--- config.mk ---
export PLATFORM = sky130hd
export DESIGN_NAME = dual_bank_intc
export DESIGN_NICKNAME = d
export VERILOG_FILES = /design/src/rtl/intc_pkg.sv /design/src/rtl/intc_sync.sv /design/src/rtl/intc_ctrl.sv /design/src/rtl/intc_datapath.sv /design/src/rtl/dual_bank_intc.sv
export SDC_FILE = /design/constraint.sdc
export NUM_CORES = 2
export LEC_CHECK = 0
export BUFFER_PORTS_ARGS = -buffer_cell sky130_fd_sc_hd__buf_2
export CORE_UTILIZATION = 50
export CTS_CLUSTER_SIZE = 25
export DETAILED_ROUTE_END_ITERATION = 12
export GPL_TIMING_DRIVEN = 0
export PLACE_DENSITY = 0.68
export RECOVER_POWER = 25
export REMOVE_ABC_BUFFERS = 1
export SLEW_MARGIN = 20
export SYNTH_ARGS = -nofsm -noshare
export SYNTH_HDL_FRONTEND = slang
export SYNTH_HIERARCHICAL = 1
export SYNTH_SLANG_ARGS = --single-unit
--- constraint.sdc ---
create_clock -name clk -period 3.75 [get_ports clk]
set_input_delay 0.5625 -clock clk [delete_from_list [all_inputs] [get_ports clk]]
set_output_delay 0.5625 -clock clk [all_outputs]
set_load 0.05 [all_outputs]
--- src/rtl/intc_pkg.sv ---
package intc_pkg;
  localparam int BANK_W    = 32;
  localparam int NUM_BANKS = 2;
  localparam int NUM_SRC   = BANK_W * NUM_BANKS;
  localparam int ADDR_W    = 7;

  // register index = byte offset / 8; bit 2 of the address picks the bank
  typedef enum logic [3:0] {
    REG_STS_IRQ  = 4'd0,
    REG_STS_FIQ  = 4'd1,
    REG_RAW      = 4'd2,
    REG_ROUTE    = 4'd3,
    REG_EN_SET   = 4'd4,
    REG_EN_CLR   = 4'd5,
    REG_TRG_SET  = 4'd6,
    REG_TRG_CLR  = 4'd7,
    REG_LEVEL    = 4'd8,
    REG_BOTH     = 4'd9,
    REG_POL      = 4'd10,
    REG_EDGE_CLR = 4'd11,
    REG_EDGE_STS = 4'd12,
    REG_NONE     = 4'd15
  } regId_e;

  typedef struct packed {
    logic   bank;
    regId_e rdReg;
    logic   wrRoute;
    logic   wrEnSet;
    logic   wrEnClr;
    logic   wrTrgSet;
    logic   wrTrgClr;
    logic   wrLevel;
    logic   wrBoth;
    logic   wrPol;
    logic   wrEdgeClr;
  } busCmd_t;
endpackage

--- src/rtl/intc_sync.sv ---
module intc_sync #(
  parameter int WIDTH  = 64,
  parameter int STAGES = 2
) (
  input  logic             clk,
  input  logic             rst,
  input  logic [WIDTH-1:0] d,
  output logic [WIDTH-1:0] q
);
  logic [STAGES-1:0][WIDTH-1:0] chain;

  always_ff @(posedge clk) begin
    if (rst) begin
      chain <= '0;
    end else begin
      chain[0] <= d;
      for (int s = 1; s < STAGES; s++) chain[s] <= chain[s-1];
    end
  end

  assign q = chain[STAGES-1];
endmodule

--- src/rtl/intc_ctrl.sv ---
module intc_ctrl
  import intc_pkg::*;
(
  input  logic              busWr,
  input  logic [ADDR_W-1:0] busAddr,
  output busCmd_t           cmd
);
  localparam logic [3:0] LAST_REG = 4'(REG_EDGE_STS);

  logic [3:0] regIdx;
  logic       regValid;
  logic       doWr;

  assign regIdx   = busAddr[6:3];
  assign regValid = (regIdx <= LAST_REG);
  assign doWr     = busWr && regValid;

  always_comb begin
    cmd           = '0;
    cmd.bank      = busAddr[2];
    cmd.rdReg     = regValid ? regId_e'(regIdx) : REG_NONE;
    cmd.wrRoute   = doWr && (cmd.rdReg == REG_ROUTE);
    cmd.wrEnSet   = doWr && (cmd.rdReg == REG_EN_SET);
    cmd.wrEnClr   = doWr && (cmd.rdReg == REG_EN_CLR);
    cmd.wrTrgSet  = doWr && (cmd.rdReg == REG_TRG_SET);
    cmd.wrTrgClr  = doWr && (cmd.rdReg == REG_TRG_CLR);
    cmd.wrLevel   = doWr && (cmd.rdReg == REG_LEVEL);
    cmd.wrBoth    = doWr && (cmd.rdReg == REG_BOTH);
    cmd.wrPol     = doWr && (cmd.rdReg == REG_POL);
    cmd.wrEdgeClr = doWr && (cmd.rdReg == REG_EDGE_CLR);
  end
endmodule

--- src/rtl/intc_datapath.sv ---
module intc_datapath
  import intc_pkg::*;
#(
  parameter int SYNC_STAGES = 2
) (
  input  logic               clk,
  input  logic               rst,
  input  busCmd_t            cmd,
  input  logic [BANK_W-1:0]  wdata,
  input  logic [NUM_SRC-1:0] srcIn,
  output logic [BANK_W-1:0]  rdata,
  output logic               irq,
  output logic               fiq
);
  logic [NUM_SRC-1:0] srcSync, srcPrev;
  logic [NUM_SRC-1:0] routeReg, enReg, trgReg, levelReg, bothReg, polReg;
  logic [NUM_SRC-1:0] latchReg, clrVec;
  logic [NUM_SRC-1:0] riseV, fallV, edgeHit, levelHit, pend, stsIrq, stsFiq;

  intc_sync #(.WIDTH(NUM_SRC), .STAGES(SYNC_STAGES)) u_sync (
    .clk(clk), .rst(rst), .d(srcIn), .q(srcSync)
  );

  always_ff @(posedge clk) begin
    if (rst) srcPrev <= '0;
    else     srcPrev <= srcSync;
  end

  // configuration registers, one bank per write
  always_ff @(posedge clk) begin
    if (rst) begin
      routeReg <= '0;
      enReg    <= '0;
      trgReg   <= '0;
      levelReg <= '1;
      bothReg  <= '0;
      polReg   <= '0;
    end else begin
      for (int b = 0; b < NUM_BANKS; b++) begin
        if (int'(cmd.bank) == b) begin
          if (cmd.wrRoute)  routeReg[b*BANK_W +: BANK_W] <= wdata;
          if (cmd.wrEnSet)  enReg[b*BANK_W +: BANK_W]    <= enReg[b*BANK_W +: BANK_W] | wdata;
          if (cmd.wrEnClr)  enReg[b*BANK_W +: BANK_W]    <= enReg[b*BANK_W +: BANK_W] & ~wdata;
          if (cmd.wrTrgSet) trgReg[b*BANK_W +: BANK_W]   <= trgReg[b*BANK_W +: BANK_W] | wdata;
          if (cmd.wrTrgClr) trgReg[b*BANK_W +: BANK_W]   <= trgReg[b*BANK_W +: BANK_W] & ~wdata;
          if (cmd.wrLevel)  levelReg[b*BANK_W +: BANK_W] <= wdata;
          if (cmd.wrBoth)   bothReg[b*BANK_W +: BANK_W]  <= wdata;
          if (cmd.wrPol)    polReg[b*BANK_W +: BANK_W]   <= wdata;
        end
      end
    end
  end

  // edge detection on synchronized inputs
  assign riseV   = srcSync & ~srcPrev;
  assign fallV   = ~srcSync & srcPrev;
  assign edgeHit = ~levelReg & ((bothReg & (riseV | fallV)) |
                                (~bothReg & polReg & riseV) |
                                (~bothReg & ~polReg & fallV));

  always_comb begin
    clrVec = '0;
    for (int b = 0; b < NUM_BANKS; b++)
      if (cmd.wrEdgeClr && int'(cmd.bank) == b) clrVec[b*BANK_W +: BANK_W] = wdata;
  end

  // a fresh edge takes priority over a clear in the same cycle
  always_ff @(posedge clk) begin
    if (rst) latchReg <= '0;
    else     latchReg <= edgeHit | (latchReg & ~clrVec & ~levelReg);
  end

  assign levelHit = levelReg & ~(srcSync ^ polReg);
  assign pend     = latchReg | levelHit | trgReg;
  assign stsIrq   = pend & enReg & ~routeReg;
  assign stsFiq   = pend & enReg & routeReg;
  assign irq      = |stsIrq;
  assign fiq      = |stsFiq;

  function automatic logic [BANK_W-1:0] pickBank(input logic [NUM_SRC-1:0] v, input logic b);
    return b ? v[NUM_SRC-1 -: BANK_W] : v[BANK_W-1:0];
  endfunction

  always_comb begin
    unique case (cmd.rdReg)
      REG_STS_IRQ:              rdata = pickBank(stsIrq, cmd.bank);
      REG_STS_FIQ:              rdata = pickBank(stsFiq, cmd.bank);
      REG_RAW:                  rdata = pickBank(pend, cmd.bank);
      REG_ROUTE:                rdata = pickBank(routeReg, cmd.bank);
      REG_EN_SET, REG_EN_CLR:   rdata = pickBank(enReg, cmd.bank);
      REG_TRG_SET, REG_TRG_CLR: rdata = pickBank(trgReg, cmd.bank);
      REG_LEVEL:                rdata = pickBank(levelReg, cmd.bank);
      REG_BOTH:                 rdata = pickBank(bothReg, cmd.bank);
      REG_POL:                  rdata = pickBank(polReg, cmd.bank);
      REG_EDGE_STS:             rdata = pickBank(latchReg, cmd.bank);
      default:                  rdata = '0;
    endcase
  end
endmodule

--- src/rtl/dual_bank_intc.sv ---
module dual_bank_intc
  import intc_pkg::*;
#(
  parameter int SYNC_STAGES = 2
) (
  input  logic               clk,
  input  logic               rst,
  input  logic [ADDR_W-1:0]  busAddr,
  input  logic [BANK_W-1:0]  busWdata,
  input  logic               busWr,
  output logic [BANK_W-1:0]  busRdata,
  input  logic [NUM_SRC-1:0] srcIn,
  output logic               irq,
  output logic               fiq
);
  busCmd_t cmd;

  intc_ctrl u_ctrl (
    .busWr(busWr), .busAddr(busAddr), .cmd(cmd)
  );

  intc_datapath #(.SYNC_STAGES(SYNC_STAGES)) u_dp (
    .clk(clk), .rst(rst), .cmd(cmd), .wdata(busWdata), .srcIn(srcIn),
    .rdata(busRdata), .irq(irq), .fiq(fiq)
  );
endmodule

### Word level (Yosys, flattened, before mapping)

Cells that the tools add are included.

* mux-type cells: 22
* equality and inequality tests: 12
* $lt $le $gt $ge: 1
* bitwise logic cells: 40
* reductions and logical operators: 31

Operator list (number)
* 64-bit AND: 14
* 32-bit two-way mux: 20
* 64-bit inverter: 8
* 64-bit bitwise OR: 6
* 32-bit one-hot mux with 10 select lines: 1
* 32-bit AND: 4
* 32-bit bitwise OR: 4
* 64-bit OR reduction: 2
* 64-bit XOR: 1
* 32-bit inverter: 1
* 2-bit AND reduction: 12
* 4-bit == test (second input constant): 5
* 4-bit by 3-bit == test with 1-bit output (second input constant): 4
* 1-bit logical AND: 12
* 4-bit by 2-bit == test with 1-bit output (second input constant): 2
* 4-bit by 1-bit == test with 1-bit output (second input constant): 1
* 4-bit less-or-equal comparator (second input constant): 1
* 4-bit logical NOT: 1
* 4-bit two-way mux: 1
* 2-bit nonzero test: 2
* 2-bit OR reduction: 2
* 1-bit inverter: 2

* flip-flop bits (word level): 640
* word-level logic and storage cells: 122
* bits of input ports: 106
* output and inout port bits: 34

### Depth between registers and ports, before layout

* depth in word-level cells: 10
* mapped depth: 10
* gate-level depth less buffers: 7

### Cells and area by module

The synthesis kept the hierarchy.

By module, submodules not included
* intc_datapath: seq. area each 10249.8 sq um, cells an instance 3515, times used 1, area an instance 28180.8 sq um
* intc_sync: seq. area each 2562.5 sq um, cells an instance 334, times used 1, area an instance 3945.0 sq um
* intc_ctrl: seq. area each 0.0 sq um, cells an instance 20, times used 1, area an instance 107.6 sq um

### Least setup slack after synthesis

OpenSTA, ideal clock, no wires.

* path kind: input-to-output
* from: in busAddr[2]
* to: out busRdata[28]
* data required time: 3188 ps
* slack: -159 ps
* data arrival time: 3347 ps
* cell stages on the path: 8
* buffers on the path: 6
* path through: buf_4 clkbuf_1 clkbuf_1 buf_1 clkbuf_1 buf_1 a31oi_1 o21ai_0

* cells in the longest elaborated chain, start to end: 2
* elaborated cells between the ends (all ways): 11
* classes of those cells: mux (11)

RTL lines
* start, declared: RTL line dual_bank_intc.sv:8 `input logic [ADDR_W-1:0] busAddr,`
* 32-bit two-way mux: RTL line intc_datapath.sv:81 `return b ? v[NUM_SRC-1 -: BANK_W] : v[BANK_W-1:0];`
* 32-bit one-hot mux with 10 select lines (*): RTL line intc_datapath.sv:85 `unique case (cmd.rdReg)`
* end, declared: RTL line dual_bank_intc.sv:11 `output logic [BANK_W-1:0] busRdata,`

Mark *: on every way between the ends. The rest lies on a longest branch, timed or not.

### Worst setup path after layout

* from: reg u_dp.polReg[11]
* to: out fiq

* cells in the longest elaborated chain, start to end: 8

RTL lines
* start, declared: RTL line intc_datapath.sv:16 `logic [NUM_SRC-1:0] routeReg, enReg, trgReg, levelReg, bothReg, polReg;`
* start signal, assigned by index: RTL line intc_datapath.sv:48 `if (cmd.wrPol) polReg[b*BANK_W +: BANK_W] <= wdata;`
* 64-bit XOR: RTL line intc_datapath.sv:73 `assign levelHit = levelReg & ~(srcSync ^ polReg);`
* 64-bit inverter: RTL line intc_datapath.sv:73
* 64-bit AND: RTL line intc_datapath.sv:73
* 64-bit bitwise OR (2 in a row): RTL line intc_datapath.sv:74 `assign pend = latchReg | levelHit | trgReg;`
* 64-bit AND (2 in a row): RTL line intc_datapath.sv:76 `assign stsFiq = pend & enReg & routeReg;`
* 64-bit OR reduction: RTL line intc_datapath.sv:78 `assign fiq = |stsFiq;`
* end, declared: RTL line dual_bank_intc.sv:14 `output logic fiq`

Every way passes these cells.

==> out/metrics.cfg <==
[synthesis]
synth_simple_gate_area_share=0.192
yosysSeqAreaShare=0.397
synthMuxAreaShare=0.0622
synthFlopType=dfxtp_1
ys_async_sr_fraction=0
ys_types=62
yosys.area_share.adder=0.0497
synthTopCellsByArea=dfxtp_1 (40%), a21oi_1 (7.3%), nand2_1 (6.5%)
yosysTopAreaCell=dfxtp_1
ys_warn_count=6
ys_seq_elements=640
postSynthAreaPerCell_um2=8.33
synth_top_family_by_area=compound AO/OA/AOI/OAI gates
synth_area_um2=32200
synth_compound_area_frac=0.209
synth_top_cell_area_share=0.397
synth_xor_area_frac=0.0174
synth_cells=3869
synth_edf_count=0

[floorplanning]
core-area_um2=63400
dieArea_um2=65500
io_pins=140
die_x_um=256
start_util=0.508
die_h_um=256
rows=92

[timing]
hold_viol=0
period_share=1.07
setup_viol=2
layout_setup_ws_ns=-0.277
fin_tns_setup_ns=-0.294
period_minus_slack_ns=4.03
slew_violations=106
fmax_mhz=248
fin_skew_ns=0.0235
tightest_slew_ns=2.44
slew_headroom=-0.629
rsz0062_at_grt=yes

[clock_network]
postCtsHoldBufs=0
cts_made_buffers=72
cts.sinks=640
cts_tree=done
h-tree-depth=3
clk_path_buf_depth=3
clock_latency_ns=0.63
path_clk_slew_ns=0.06
cts.root.buffer_cell=clkbuf_16

[detailed_routing]
drtPass1Iterations=7
antenna_left=0
drc=0
vias_per_cell=6.28
wl_per_cell_um=23.2
dr_total_vias=29500
drt-initial-drc-count=3990
drt_wl_total_um=109000

[placed_design]
numPortBuffers=137
dpl.hpwl_um=65300
place.gp.congestion=0.902
place_inst=4525

[worst_setup_path]
r2r_slack_ns=2.06
arrival_ns=3.46
worstReg2RegStart=u_dp/u_sync/q[33]$_SDFF_PP0_
critPathLaunchType=flop
cp-end-kind=output pin
timing.rr.end=u_dp/latchReg[33]$_SDFF_PP0_
critPathMaxStageDelay_ns=0.53
cp_slowest_cell=or4b_4
cp.required_ns=3.19
critical_path_depth=7
crit_type=reg -> out
crit_fanout=5
cp_top_family=simple AND/OR/NAND/NOR gates
crit_chain=xnor2_2 > a211oi_4 > o2bb2ai_1 > or4b_4 > or4_4 > or4_4 > buf_8
r2r.worst_path.cells=7
cp.buffers_inverters=1
crit_top_cell=or4_4

[power]
irDropWorstVdd_mv=0.305
p_per_area_nw_per_um2=432
leakagePower_nw=13.8

[layout]
layout-drive-gt1-share=0.117
register_area_um2=12800
syn_to_final_growth_pct=14.7
fin_cells=4695
nFillCells=5516
final_nets=4025
final_common_cell=dfxtp_1
multiInputGateArea_um2=17600
final_cell_mix=dfxtp_1 (624), nand2_1 (554), a21oi_1 (472), mux2i_1 (198), nor2b_1 (198)

[global_route]
grt_pass1_vias=27200
grt_overflow_total=0
grt_max_degree=118
grt_use_total=0.317
antenna_found_initial=5
grt_pass1_wl_um=163000

[outcome]
violations=max-capacitance violations, max-slew violations, negative setup slack
outcome=complete, but fails checks

[hold_path]
hold_path_end=u_dp/u_sync/chain[32]$_SDFF_PP0_
worstHoldStart=srcIn[32]
min_path_type=in -> reg
hold_depth=2

[flow_run]
drv_cap=1

[report_power, final]
group	internal [mW]	total [mW]	switching [mW]
clock network	4.51	7.45	2.94
registers	6.93	7.03	0.100
logic	0.524	1.51	0.985
total	12.0	16.0	4.03
[cell usage after synthesis, types with 64 or more instances]
cell	instances
a211o_1	96
a211oi_1	71
a21oi_1	473
a221oi_1	65
a311oi_1	128
buf_4	75
clkbuf_1	282
dfxtp_1	640
ha_1	128
inv_1	144
mux2i_1	198
nand2_1	562
nor2_1	163
nor2b_1	203
nor3_1	83
o22ai_1	65
xnor2_1	64
[kinds of logic (layout without fill, tap and decap cells)]
logic type | Yosys count | in the layout
compound gates | 1021 | 1021
xor+xnor | 64 | 64
fa+ha+maj | 128 | 128
buf+inv | 535 | 512
flops | 640 | 640
mux | 200 | 200
other cells | 0 | 1
simple gates | 1281 | 1283
[metrics by stage]
step	utilization	hold slack (ns)	worst slack [ns]	total power [mW]	cell area, um^2
2_1_floorplan	-	0.414	-1.99	7.83	30500
3_3_place_gp	0.508	0.416	-17.86	8.54	32200
3_5_place_dp	0.532	0.422	-0.869	8.55	33700
5_1_grt	0.583	0.129	-0.300	16.4	37000
6_report	0.583	0.135	-0.277	16.0	37000
4_1_cts	0.578	0.120	-0.246	16.0	36700
[worst max-delay path by stage]
stage / start / to
2_1_floorplan: busAddr[2] / u_dp/levelReg[0]$_SDFFE_PP1P_
3_3_place_gp: busAddr[2] / flop
3_5_place_dp: busAddr[6] / busRdata[28]
4_1_cts: u_dp/polReg[24]$_SDFFE_PP0P_ / fiq
5_1_grt: u_dp/polReg[24]$_SDFFE_PP0P_ / fiq
6_report: u_dp/polReg[11]$_SDFFE_PP0P_ / fiq
[cell type report]
class                   instances  area share
diodes                          1   0.0000677
clock buffers                 111      0.0612
clock inverters                20     0.00660
inverters                     144      0.0148
multi-input cells            2696       0.476
flip-flops and latches        640       0.347
well taps                     846      0.0286
repair buffers                237      0.0652
[metal layers]
metal / vias up / track usage / wire length, um
met5: - / 0 / 31
met4: 6 / 0.163 / 5930
met3: 393 / 0.0703 / 11700
met2: 1643 / 0.473 / 46500
met1: 13900 / 0.428 / 44600
li1: 13500 / - / -
[repair_timing]
action | in CTS | in global routing
pin swaps | 22 | 8
cloned | 3 | 3
setup endpoints to repair | 32 | 18
resized for setup | 58 | 31
setup buffers | 19 | 13
(Power assumes the default switching activity.)
